## config.mk

```make
export PLATFORM = sky130hd
export DESIGN_NAME = syncmsg_tx
export DESIGN_NICKNAME = d
export VERILOG_FILES = /design/src/rtl/syncmsg_pkg.sv /design/src/rtl/syncmsg_crc16.sv /design/src/rtl/syncmsg_fill.sv /design/src/rtl/syncmsg_tx.sv
export SDC_FILE = /design/constraint.sdc
export NUM_CORES = 1
export LEC_CHECK = 0
export BUFFER_PORTS_ARGS = -buffer_cell sky130_fd_sc_hd__buf_4
export CAP_MARGIN = 0
export CORE_AREA = 4 4 71 90
export CTS_BUF_LIST = sky130_fd_sc_hd__clkbuf_8 sky130_fd_sc_hd__clkbuf_16
export DETAILED_ROUTE_END_ITERATION = 10
export DIE_AREA = 0 0 75 94
export GPL_TIMING_DRIVEN = 0
export PLACE_DENSITY = 0.79
export SYNTH_ARGS = -nofsm -noshare
export SYNTH_HDL_FRONTEND = slang
export SYNTH_SLANG_ARGS = --single-unit
```

## constraint.sdc

```tcl
create_clock -name clk -period 2.9 [get_ports clk]
set_clock_uncertainty 0.15 [all_clocks]
set_input_delay 0.435 -clock clk [delete_from_list [all_inputs] [get_ports clk]]
set_output_delay 0.435 -clock clk [all_outputs]
set_load 0.1 [all_outputs]
```

## src/rtl/syncmsg_pkg.sv

```systemverilog
package syncmsg_pkg;
    typedef enum logic [2:0] {
        ST_FILL,
        ST_DATA,
        ST_CRC_LO,
        ST_CRC_HI,
        ST_SYNC
    } txst_e;

    typedef struct packed {
        logic intr;
        logic last;
        logic crc;
        logic abut;
    } bdflags_t;

    localparam logic [15:0] CRC_POLY_REFL = 16'hA001;
    localparam logic [7:0]  IDLE_ONES     = 8'hFF;
endpackage

```

## src/rtl/syncmsg_crc16.sv

```systemverilog
module syncmsg_crc16
    import syncmsg_pkg::*;
(
    input  logic        clk,
    input  logic        rst_n,
    input  logic [15:0] preset,
    input  logic        restart,
    input  logic        advance,
    input  logic [7:0]  din,
    output logic [15:0] crc
);
    logic [15:0] acc_q;
    logic        fresh_q;
    logic [15:0] base;
    logic [15:0] nxt;

    // A fresh accumulator reads the preset input directly.
    assign base = fresh_q ? preset : acc_q;
    assign crc  = base;

    always_comb begin
        nxt = base ^ {8'h00, din};
        for (int k = 0; k < 8; k++) begin
            nxt = nxt[0] ? ((nxt >> 1) ^ CRC_POLY_REFL) : (nxt >> 1);
        end
    end

    always_ff @(posedge clk or negedge rst_n) begin
        if (!rst_n) begin
            acc_q   <= '0;
            fresh_q <= 1'b1;
        end else if (restart) begin
            fresh_q <= 1'b1;
        end else if (advance) begin
            acc_q   <= nxt;
            fresh_q <= 1'b0;
        end
    end

    assert_restart_fresh_R5: assert property (@(posedge clk) disable iff (!rst_n)
        restart |=> (crc == preset));
endmodule

```

## src/rtl/syncmsg_fill.sv

```systemverilog
module syncmsg_fill
    import syncmsg_pkg::*;
(
    input  logic       clk,
    input  logic       rst_n,
    input  logic       active,
    input  logic       take,
    input  logic       ones,
    input  logic [7:0] syn1,
    input  logic [7:0] syn2,
    output logic [7:0] fill_byte
);
    logic ph_q;

    always_ff @(posedge clk or negedge rst_n) begin
        if (!rst_n) begin
            ph_q <= 1'b0;
        end else if (!active) begin
            ph_q <= 1'b0;
        end else if (take) begin
            ph_q <= !ph_q;
        end
    end

    assign fill_byte = ones ? IDLE_ONES : (ph_q ? syn2 : syn1);

    assert_phase_hold_R2: assert property (@(posedge clk) disable iff (!rst_n)
        (active && !take) |=> (ph_q == $past(ph_q)));
endmodule

```

## src/rtl/syncmsg_tx.sv

```systemverilog
module syncmsg_tx
    import syncmsg_pkg::*;
#(
    parameter int LEN_W  = 8,
    parameter int PAIR_W = 4
) (
    input  logic              clk,
    input  logic              rst_n,
    input  logic [15:0]       cfg_crc_preset,
    input  logic [7:0]        cfg_syn1,
    input  logic [7:0]        cfg_syn2,
    input  logic [PAIR_W-1:0] cfg_sync_pairs,
    input  logic              cfg_fill_sync,
    input  logic              desc_valid,
    output logic              desc_ready,
    input  logic              desc_rdy,
    input  logic              desc_int,
    input  logic              desc_last,
    input  logic              desc_crc,
    input  logic              desc_abut,
    input  logic [LEN_W-1:0]  desc_len,
    input  logic              data_valid,
    input  logic [7:0]        data_byte,
    output logic              data_ready,
    input  logic              cts,
    input  logic              tx_take,
    output logic [7:0]        tx_byte,
    output logic              wb_valid,
    output logic              wb_underrun,
    output logic              wb_cts_lost,
    output logic              ev_tx,
    output logic              ev_txe
);
    localparam int SYNC_W = PAIR_W + 1;

    txst_e             st_q, st_d, end_target;
    bdflags_t          fl_q;
    logic [LEN_W-1:0]  left_q;
    logic [SYNC_W-1:0] sync_left_q;
    logic              ones_q;
    logic              in_msg, cts_drop, dry, abort, data_ok, final_byte;
    logic              crc_hi_ok, buf_end, next_ok, chain, load_desc;
    logic              fill_active, fill_ones;
    logic [15:0]       crc_val;
    logic [7:0]        fill_val;

    assign in_msg     = (st_q == ST_DATA) || (st_q == ST_CRC_LO) || (st_q == ST_CRC_HI);
    assign cts_drop   = in_msg && !cts;
    assign dry        = (st_q == ST_DATA) && cts && tx_take && !data_valid;
    assign abort      = cts_drop || dry;
    assign data_ok    = (st_q == ST_DATA) && cts && tx_take && data_valid;
    assign final_byte = (left_q == LEN_W'(1));
    assign crc_hi_ok  = (st_q == ST_CRC_HI) && cts && tx_take;
    assign buf_end    = (data_ok && final_byte && !fl_q.crc) || crc_hi_ok;
    assign next_ok    = desc_valid && desc_rdy;
    assign chain      = next_ok && (!fl_q.last || fl_q.abut);
    assign load_desc  = ((st_q == ST_FILL) && tx_take && next_ok) || (buf_end && chain);

    assign desc_ready = load_desc;
    assign data_ready = data_ok;

    assign fill_active = (st_q == ST_FILL) || (st_q == ST_SYNC);
    assign fill_ones   = (st_q == ST_FILL) && (ones_q || !cfg_fill_sync);

    syncmsg_crc16 u_crc (
        .clk     (clk),
        .rst_n   (rst_n),
        .preset  (cfg_crc_preset),
        .restart (abort || crc_hi_ok),
        .advance (data_ok),
        .din     (data_byte),
        .crc     (crc_val)
    );

    syncmsg_fill u_fill (
        .clk       (clk),
        .rst_n     (rst_n),
        .active    (fill_active),
        .take      (tx_take),
        .ones      (fill_ones),
        .syn1      (cfg_syn1),
        .syn2      (cfg_syn2),
        .fill_byte (fill_val)
    );

    // Where a finished buffer leads.
    always_comb begin
        if (chain) begin
            end_target = ST_DATA;
        end else if (fl_q.last && (cfg_sync_pairs != '0)) begin
            end_target = ST_SYNC;
        end else begin
            end_target = ST_FILL;
        end
    end

    always_comb begin
        st_d = st_q;
        unique case (st_q)
            ST_FILL:   if (load_desc) st_d = ST_DATA;
            ST_SYNC:   if (tx_take && (sync_left_q == SYNC_W'(1))) st_d = ST_FILL;
            ST_DATA: begin
                if (abort) begin
                    st_d = ST_FILL;
                end else if (data_ok && final_byte) begin
                    st_d = fl_q.crc ? ST_CRC_LO : end_target;
                end
            end
            ST_CRC_LO: begin
                if (abort)        st_d = ST_FILL;
                else if (tx_take) st_d = ST_CRC_HI;
            end
            ST_CRC_HI: begin
                if (abort)        st_d = ST_FILL;
                else if (tx_take) st_d = end_target;
            end
            default:              st_d = ST_FILL;
        endcase
    end

    // State register.
    always_ff @(posedge clk or negedge rst_n) begin
        if (!rst_n) st_q <= ST_FILL;
        else        st_q <= st_d;
    end

    // Descriptor context and counters.
    always_ff @(posedge clk or negedge rst_n) begin
        if (!rst_n) begin
            fl_q        <= '0;
            left_q      <= '0;
            sync_left_q <= '0;
            ones_q      <= 1'b0;
        end else begin
            if (load_desc) begin
                fl_q   <= '{intr: desc_int, last: desc_last, crc: desc_crc, abut: desc_abut};
                left_q <= desc_len;
            end else if (data_ok) begin
                left_q <= left_q - LEN_W'(1);
            end
            if ((st_d == ST_SYNC) && (st_q != ST_SYNC)) begin
                sync_left_q <= {cfg_sync_pairs, 1'b0};
            end else if ((st_q == ST_SYNC) && tx_take) begin
                sync_left_q <= sync_left_q - SYNC_W'(1);
            end
            if (abort)          ones_q <= 1'b1;
            else if (load_desc) ones_q <= 1'b0;
        end
    end

    // Write-back and event outputs.
    always_ff @(posedge clk or negedge rst_n) begin
        if (!rst_n) begin
            wb_valid    <= 1'b0;
            wb_underrun <= 1'b0;
            wb_cts_lost <= 1'b0;
            ev_tx       <= 1'b0;
            ev_txe      <= 1'b0;
        end else begin
            wb_valid    <= abort || buf_end;
            wb_underrun <= dry;
            wb_cts_lost <= cts_drop;
            ev_tx       <= fl_q.intr && buf_end;
            ev_txe      <= fl_q.intr && abort;
        end
    end

    always_comb begin
        unique case (st_q)
            ST_DATA:   tx_byte = (cts && data_valid) ? data_byte : IDLE_ONES;
            ST_CRC_LO: tx_byte = cts ? crc_val[7:0]  : IDLE_ONES;
            ST_CRC_HI: tx_byte = cts ? crc_val[15:8] : IDLE_ONES;
            default:   tx_byte = fill_val;
        endcase
    end

    assert_data_hold_R3: assert property (@(posedge clk) disable iff (!rst_n)
        ((st_q == ST_DATA) && !tx_take && cts) |=> ((st_q == ST_DATA) && (left_q == $past(left_q))));
    assert_crc_pair_R4: assert property (@(posedge clk) disable iff (!rst_n)
        ((st_q == ST_CRC_LO) && tx_take && cts) |=> (st_q == ST_CRC_HI));
    assert_sync_count_R6: assert property (@(posedge clk) disable iff (!rst_n)
        (st_q == ST_SYNC) |-> (sync_left_q != '0));
    assert_event_has_wb_R8: assert property (@(posedge clk) disable iff (!rst_n)
        (ev_tx || ev_txe) |-> wb_valid);
    assert_underrun_abort_R9: assert property (@(posedge clk) disable iff (!rst_n)
        ((st_q == ST_DATA) && cts && tx_take && !data_valid) |=> (wb_valid && wb_underrun && (st_q == ST_FILL)));
    assert_cts_abort_R10: assert property (@(posedge clk) disable iff (!rst_n)
        (in_msg && !cts) |=> (wb_valid && wb_cts_lost && !wb_underrun));
endmodule

```

After elaboration in Yosys (flattened, before gate mapping)
Cells that the tools add are included.
Widths: inputs -> output; s select.
{ "op_classes": {"n_addsub": 2, "eq_ne": 9, "muxes": 37, "bitwise_logic": 10, "n_reduce_logical": 45} }
{ "ops": {"columns": ["cell", "n"], "rows": [
  ["$mux 16", 9],
  ["$mux 8", 7],
  ["$mux 3", 11],
  ["$not 2->3", 8],
  ["$pmux 8 s3", 1],
  ["$logic_and 1x1->1", 22],
  ["$xor 16x8->16", 1],
  ["$pmux 3 s5", 1],
  ["$logic_or 1x1->1", 10],
  ["$mux 5", 2],
  ["$eq 8x1->1 const B", 1],
  ["$reduce_bool 2->1", 4],
  ["$sub 8x1->8 const B", 1],
  ["$eq 3x2->1 const B", 2],
  ["$eq 3x3->1 const B", 2],
  ["$logic_not 1->1", 6],
  ["$mux 1", 6],
  ["$eq 5x1->1 const B", 1],
  ["$sub 5x1->5 const B", 1],
  ["$reduce_bool 4->1", 1],
  ["$eq 3x1->1 const B", 1],
  ["$logic_not 3->1", 1],
  ["$ne 3x3->1 const B", 1],
  ["$ne 2x2->1 const B", 1],
  ["other kinds (2)", 2]
]} }
{ "word_totals": {"ff_bits": 44, "inputBits": 64, "output_inout_bits": 15} }

Depth between registers and ports, before layout
Gate-level depths: netlist (run 1).
{ "depth": {"ltp_word": 18, "depth_mapped": 9, "depth_no_buf": 8} }

Cells and area by module
From an unflattened synthesis (run 1), not the netlist that was laid out.
{ "hier_totals": {"hier_cells": 289, "area_unflattened_um2": 3070.4} }
{ "modules_own_cells": {"columns": ["mod", "n_inst", "cells_per_inst", "area_each_um2", "seq_area_each_um2"], "rows": [
  ["syncmsg_tx", 1, 176, 1794.2, 650.6],
  ["syncmsg_crc16", 1, 92, 1092.3, 426.7],
  ["syncmsg_fill", 1, 21, 183.9, 25.0]
]} }

Worst setup path after synthesis (run 1)
OpenSTA, ideal clock, no wires.
{ "synth_path": {"kind": "reg2out", "startpoint": "register u_crc.fresh_q", "endpoint": "output tx_byte[7]", "arrival_ns": 3.499, "required_ns": 2.315, "path_slack_ns": -1.184, "stages_incl_launch_ff": 6, "n_path_buf": 2, "path_cell_list": "dfstp_2 buf_6 buf_2 mux2_2 o21ai_0 a221oi_1"} }
{ "synth_between": {"elab_chain_cells": 3, "elab_cells_between_ends": 4, "cone_classes": "mux (4)"} }
{ "synth_lines": {"columns": ["item", "line", "text"], "rows": [
  ["start, declared", "syncmsg_crc16.sv:13", "logic fresh_q;"],
  ["start signal, assigned", "syncmsg_crc16.sv:31", "fresh_q <= 1'b1;"],
  ["start signal, assigned", "syncmsg_crc16.sv:33", "fresh_q <= 1'b1;"],
  ["start signal, assigned", "syncmsg_crc16.sv:36", "fresh_q <= 1'b0;"],
  ["$mux 16 (*)", "syncmsg_crc16.sv:18", "assign base = fresh_q ? preset : acc_q;"],
  ["$mux 8 (on tied branches)", "syncmsg_tx.sv:172, syncmsg_tx.sv:171", null],
  ["$pmux 8 s3 (*)", "syncmsg_tx.sv:169", "unique case (st_q)"],
  ["end, declared", "syncmsg_tx.sv:27", "output logic [7:0] tx_byte,"]
]} }
Mark *: on every way between the ends. The rest lies on a longest branch, timed or not.

Final worst setup path (run 1)
{ "layout_path": {"startpoint": "register left_q[1]", "endpoint": "output desc_ready"} }
{ "layout_between": {"elab_chain_cells": 6} }
{ "layout_lines": {"columns": ["item", "line", "text"], "rows": [
  ["start, declared", "syncmsg_tx.sv:38", "logic [LEN_W-1:0] left_q;"],
  ["start signal, assigned", "syncmsg_tx.sv:137", "left_q <= desc_len;"],
  ["start signal, assigned", "syncmsg_tx.sv:139", "left_q <= left_q - LEN_W'(1);"],
  ["$eq 8x1->1", "syncmsg_tx.sv:52", "assign final_byte = (left_q == LEN_W'(1));"],
  ["$logic_and 1x1->1 (2 in series)", "syncmsg_tx.sv:54", "assign buf_end = (data_ok && final_byte && !fl_q.crc) || crc_hi_ok;"],
  ["$logic_or 1x1->1", "syncmsg_tx.sv:54", null],
  ["$logic_and 1x1->1", "syncmsg_tx.sv:57", "assign load_desc = ((st_q == ST_FILL) && tx_take && next_ok) || (buf_end && chain);"],
  ["$logic_or 1x1->1", "syncmsg_tx.sv:57", null],
  ["end, declared", "syncmsg_tx.sv:15", "output logic desc_ready,"]
]} }
Every way passes these cells.

==> results of run 1 <==
registers in the layout (all words and copies together) (netlist names):
register,count
u_crc.acc_q,16
sync_left_q,5
st_q,3
fl_q,4
u_crc.fresh_q,1
left_q,8
wb_underrun,1
wb_cts_lost,1
wb_valid,1
u_fill.ph_q,1
ev_txe,1
ones_q,1
ev_tx,1
area by class of cell:
class | instances | area [µm²] | share of cell area
tap | 66 | 82.58 | 0.02157
clock inverter | 1 | 30.03 | 0.007843
timing repair buffer | 79 | 599.3 | 0.1565
clock buffer | 7 | 96.34 | 0.02516
inverter | 9 | 33.78 | 0.008824
multi-input combinational | 221 | 1814 | 0.4739
sequential | 44 | 1102 | 0.2879
buffer | 13 | 70.07 | 0.01830
metrics by stage:
stage | util | total power (W) | instance area [µm²]
floorplan | - | 0.002523 | 3010
detailed placement | 0.6541 | 0.002960 | 3679
global route | 0.6808 | 0.003676 | 3829
finish | 0.6808 | 0.003452 | 3829
global placement | 0.6541 | 0.002894 | 3679
CTS | 0.6776 | 0.003459 | 3811
cells in the mapped netlist, types with 2 or more instances:
cell,number,share of area
dfrtp_1,43,0.37
nand2_1,32,0.042
nor2_1,28,0.037
o21ai_0,26,0.045
mux2i_1,16,0.056
xnor2_1,13,0.040
a21oi_1,11,0.019
clkbuf_1,9,0.012
inv_1,9,0.012
mux2_2,9,0.035
a221oi_1,8,0.024
xor2_1,7,0.021
nand3_1,6,0.010
buf_2,5,0.0087
ha_1,4,0.017
mux2_4,4,0.021
nor2b_1,3,0.0065
nor3_1,3,0.0052
a221o_1,2,0.0070
and3_1,2,0.0044
and4_1,2,0.0061
and4bb_2,2,0.0087
nand4_1,2,0.0044
nand4b_1,2,0.0061
o211ai_1,2,0.0052
o21a_1,2,0.0052
o21ai_1,2,0.0035
xnor3_1,2,0.016
xor2_2,2,0.011
xor2_4,2,0.019
worst max-delay path, cell delays in order (launching register included):
cell,delay (ns)
dfrtp_1,0.43
inv_1,0.10
ha_1,0.18
nor4b_1,0.26
and4_1,0.29
nor2_1,0.07
o21a_2,0.28
inv_1,0.10
buf_6,0.22
final timing paths:
kind / start / endpoint
max: left_q[1] / desc_ready
min in group asynchronous: rst_n / sync_left_q[2]
min: data_valid / wb_underrun
max reg2reg: u_crc.fresh_q / u_crc.acc_q[0]
min reg2reg: u_crc.acc_q[11] / u_crc.acc_q[11]
max in group asynchronous: rst_n / u_crc.fresh_q
power breakdown:
part | internal, W | total [W] | switching (W) | leakage (nW)
clock | 0.000304 | 0.000509 | 0.000205 | 0.0645
combinational | 0.000819 | 0.00192 | 0.00110 | 1.15
sequential | 0.000849 | 0.00103 | 0.000177 | 0.549
total | 0.00197 | 0.00345 | 0.00148 | 1.77
kinds of logic (layout without fill, tap and decap cells):
group,count (synthesis),in the layout
buffers and inverters,24,109
adders and majority gates,4,4
muxes,30,30
xor gates and xnor gates,29,29
AOI/OAI and AO/OA,60,60
and+or+nand+nor,98,98
DFF,44,44
repair_timing:
item | CTS | global route
endpoints found under the hold margin | 42 | 0
resized for setup | 3 | 5
hold buffers | 1 | 0
endpoints found under the setup margin | 8 | 8
layer usage:
layer | global-route usage | vias to the layer above | share of wire | wire length, µm
met4 | 0.06528 | 0 | 0.019 | 136
li1 | - | 1191 | - | -
met5 | 0 | - | 0 | 0
met3 | 0.03640 | 12 | 0.050 | 360
met2 | 0.3808 | 59 | 0.53 | 3835
met1 | 0.2637 | 1211 | 0.40 | 2925
==> impl_metrics.tcl, run 1 <==
set metrics [dict create \
    status "finished clean" \
    cts_tree "done" \
    slew_headroom 0.5039 \
    root_buffer "clkbuf_8" \
    p_per_area_mw_per_mm2 901.7 \
    required_ns 2.32 \
    dp_slack_ns 0.002343 \
    dr.pass1.iters 4 \
    peakVddDrop_mv 0.5429 \
    cp_max_fo 12 \
    syn_avg_cell_area_um2 9.932 \
    reg2regPathDepth 6 \
    cts_setup_buffers 0 \
    setup_violations 0 \
    setup_tns_ns 0 \
    ys_warn_count 0 \
    worst_slew_pin_slew_ns 0.7441 \
    syn_nets 357 \
    fin_cells 440 \
    insertion_delay_ns 0.30 \
    cts_made_buffers 5 \
    vias_per_cell 5.620 \
    start_kind "register" \
    gp_congestion 0.8756 \
    drive_gt1_frac 0.3529 \
    antenna_left 0 \
    synthSimpleGateAreaFrac 0.1840 \
    slew_viol_final 0 \
    antenna_found_initial 0 \
    hold_depth 2 \
    period_share 0.9736 \
    first_global_vias 2591 \
    clock_sinks 44 \
    ios 79 \
    drtIter0Drc 147 \
    track_usage 0.2164 \
    ctsHtreeMaxLevel 2 \
    crit_type "register to output port" \
    fmax_ghz 0.3542 \
    hp-class "primary input to register" \
    muxShareOfSynthArea 0.1160 \
    die_x_um 75 \
    final_cell_mix "buf_4 (77), dfrtp_1 (43), nand2_1 (32), nor2_1 (28), o21ai_0 (26)" \
    drc 0 \
    regToRegSetupSlack_ns 0.28 \
    synth_cells 289 \
    hold_violations 0 \
    grt_first_pass_wirelength_um 11790 \
    synth_edf_count 0 \
    drv_cap 0 \
    leakagePower_nw 1.768 \
    cp-end-kind "output port" \
    nFillCells 448 \
    route.vias.total 2473 \
    synth_xor_xnor_area_share 0.1308 \
    rows 31 \
    synth_top_family_by_area "simple AND/OR/NAND/NOR gates" \
    clkTransAtPathRegs_ns 0.08 \
    wirelength_um 7257 \
    synth_compound_area_frac 0.1316 \
    dp.cells 433 \
    grt_max_degree 45 \
    overflow 0 \
    timing.final.ws_setup_ns 0.07666 \
    initial_utilization 0.5103 \
    dieArea_mm2 0.007050 \
    ys.flop_type "dfrtp_1" \
    yosysSeqAreaShare 0.3840 \
    hold_slack_ns 0.1721 \
    arrival_ns 2.24 \
    rsz0062_at_grt "no" \
    clock_tree.buffer_depth 2 \
    synth_area_mm2 0.002870 \
    synth_seq_cells 44 \
    postSynth.asyncResetShare 1.000 \
    period_minus_slack_ns 2.823 \
    ys_types 59 \
    coreArea_mm2 0.005624 \
    fin_nets 441 \
    final_common_cell "buf_4" \
    diodes 0 \
    port_buffers 78 \
    hpwlAfterDp_um 5498 \
    yosys.area_share.adder 0.01744 \
    die_y_um 94 \
    post_drt_wl_per_cell_um 16.49 \
    area_delta_synth_final_pct 33.39 \
]
No activity file was read; power rests on OpenSTA's default activity.
==> run 2, diff against run 1 <==
Settings changed: CELL_PAD_IN_SITES_DETAIL_PLACEMENT set to 0, CELL_PAD_IN_SITES_GLOBAL_PLACEMENT set to 2, CORE_AREA 4 4 71 90 to 4 4 90 113, DIE_AREA 0 0 75 94 to 0 0 94 117, PLACE_DENSITY 0.79 to not set, PLACE_DENSITY_LB_ADDON set to 0.1.
==> run 2 against run 1 <==
  * Sequential share of layout area decreased by 0.71 points
  * Highest routed layer unchanged
  * Combinational power is essentially flat
  * Critical endpoint is now tx_byte[2]
  * Flip-flop and latch count did not move
  * Die area grew 56%
  * Largest power group unchanged
  * The flow now finishes with violations (negative hold slack)
  * Critical path depth shrank 3
  * Utilization fell by 25 points
  * Non-clock buffer count grew 1
  * Hold slack worse by 0.18 ns
  * Design area rose by 2.5%
==> impl_metrics.tcl, run 2 (synthesis gave the netlist of run 1 again) <==
set metrics [dict create \
    arrival_ns 2.21 \
    rows 39 \
    peakVddDrop_mv 0.3449 \
    power.internal_w 0.001982 \
    dp.cells 490 \
    cts_tree "done" \
    post_drt_wl_per_cell_um 16.56 \
    setup_violations 0 \
    initial_utilization 0.3162 \
    route.vias.total 2396 \
    ios 79 \
    regToRegSetupSlack_ns 0.33 \
    start_kind "register" \
    slowest_delay_ns 0.52 \
    worst_slew_pin_slew_ns 0.6448 \
    slew_viol_final 0 \
    grt_max_degree 45 \
    hpwlAfterDp_um 6337 \
    largestRegisters "u_crc.acc_q: 16 flops, left_q: 8 flops, sync_left_q: 5 flops" \
    area_delta_synth_final_pct 36.75 \
    fin_cells 497 \
    grt_first_pass_wirelength_um 13150 \
    cp-end-kind "output port" \
    clkTransAtPathRegs_ns 0.06 \
    violations "negative hold slack" \
    clock_tree.buffer_depth 2 \
    clock_sinks 44 \
    cp_max_fo 17 \
    period_minus_slack_ns 2.798 \
    hold_slack_ns -0.009168 \
    power.switching_w 0.001518 \
    status "complete, but fails checks" \
    r2r_end "u_crc.acc_q[14]" \
    p_per_area_mw_per_mm2 891.6 \
    cts_hold_buf 0 \
    power_frac_seq 0.294 \
    r2r-start "u_crc.fresh_q" \
    final_common_cell "buf_4" \
    antenna_found_initial 0 \
    track_usage 0.1572 \
    pwr-share-comb 0.549 \
    antenna_left 0 \
    ctsHtreeMaxLevel 2 \
    largest_register_ff_count 16 \
    nFillCells 955 \
    crit_type "register to output port" \
    drive_gt1_frac 0.3636 \
    insertion_delay_ns 0.29 \
    gp_congestion 0.7580 \
    switching_share 0.4337 \
    timing.final.ws_setup_ns 0.1019 \
    setup_tns_ns 0 \
    critical_path.cell_chain "buf_6 -> mux2_2 -> o21ai_0 -> a221oi_4 -> buf_4" \
    fmax_ghz 0.3574 \
    overflow 0 \
    hold_violations 6 \
    port_buffers 78 \
    drc 0 \
    fin_nets 442 \
    root_buffer "clkbuf_16" \
    final_cell_mix "buf_4 (78), dfrtp_1 (43), nand2_1 (32), nor2_1 (27), o21ai_0 (24)" \
    diodes 0 \
    slowest_stage "dfstp_2" \
    period_share 0.9648 \
    crit_path_end "tx_byte[2]" \
    cts_made_buffers 5 \
    clkPwrFrac 0.157 \
    required_ns 2.32 \
    reg2regPathDepth 6 \
    slew_headroom 0.5701 \
    dp_slack_ns -0.05997 \
    hp-class "primary input to async pin" \
    die_x_um 94 \
    crit_path_start "u_crc.fresh_q" \
    dr.pass1.iters 4 \
    first_global_vias 2517 \
    dieArea_mm2 0.01100 \
    drv_cap 0 \
    rsz0062_at_grt "no" \
    die_y_um 117 \
    drtIter0Drc 53 \
    vias_per_cell 4.821 \
    wirelength_um 8231 \
    leakagePower_nw 1.775 \
    coreArea_mm2 0.009076 \
    largest-register "u_crc.acc_q" \
    utilization 0.4325 \
]
==> run 2: changes by cell type in the layout (fill, tap and decap cells not counted), moves of 2 or more <==
cell,change
o21ai_1,+2
o21ai_0,-2
clkbuf_8,-7
clkbuf_16,+5
==> run 2: routing by layer <==
metal,part of all wire,wire length [µm],track usage
met2,0.54,4450,0.2923
met4,0.0097,80,0.03757
met1,0.40,3321,0.1864
met3,0.046,377,0.02941
met5,0,0,0
==> run 2: worst max-delay path, delay by kind of cell (launching register included) <==
kind	cells	cell delay (ns)
buf+inv	2	0.47
mux	1	0.38
compound gates	2	0.54
flops	1	0.52
==> run 2: repair_timing <==
item	CTS	global route
gates cloned	0	0
setup buffers	0	1
gates resized for setup	8	9
pin swaps	0	1
endpoints found under the setup margin	9	2
==> run 2: worst min path at each step <==
stage / from / endpoint / slack [ns] / cells after the start
5_1_grt: rst_n / u_crc.acc_q[13] / 0.05 / 1
3_5_place_dp: u_crc.acc_q[8] / u_crc.acc_q[8] / 0.32 / 2
3_3_place_gp: u_crc.acc_q[7] / u_crc.acc_q[7] / 0.31 / 2
2_1_floorplan: rst_n / ev_tx / -0.01 / 0
4_1_cts: rst_n / u_crc.acc_q[13] / 0.03 / 1
6_report: rst_n / u_crc.acc_q[13] / -0.009 / 1
==> run 2: power by group through the flow <==
stage               logic, W  registers [W]  clock network, W
floorplan            0.00145        0.00108                 0
global placement     0.00194        0.00103                 0
detailed placement   0.00195        0.00104                 0
CTS                  0.00195        0.00102          0.000574
global route         0.00209        0.00107          0.000594
finish               0.00192        0.00103          0.000551
==> run 2: layout make-up <==
cell class	instances	area [µm²]	share of cell area
sequential	44	1102	0.2808
buffer	14	81.33	0.02072
tap	123	153.9	0.03921
clock inverter	2	12.51	0.003188
multi-input combinational	221	1815	0.4625
clock buffer	5	125.1	0.03188
timing repair buffer	79	600.6	0.1530
inverter	9	33.78	0.008607
==> run 2: stage by stage <==
step / instance area, µm² / power [W]
floorplan: 3010 / 0.002523
global route: 3925 / 0.003751
detailed placement: 3750 / 0.002986
finish: 3925 / 0.003500
CTS: 3899 / 0.003548
global placement: 3750 / 0.002973
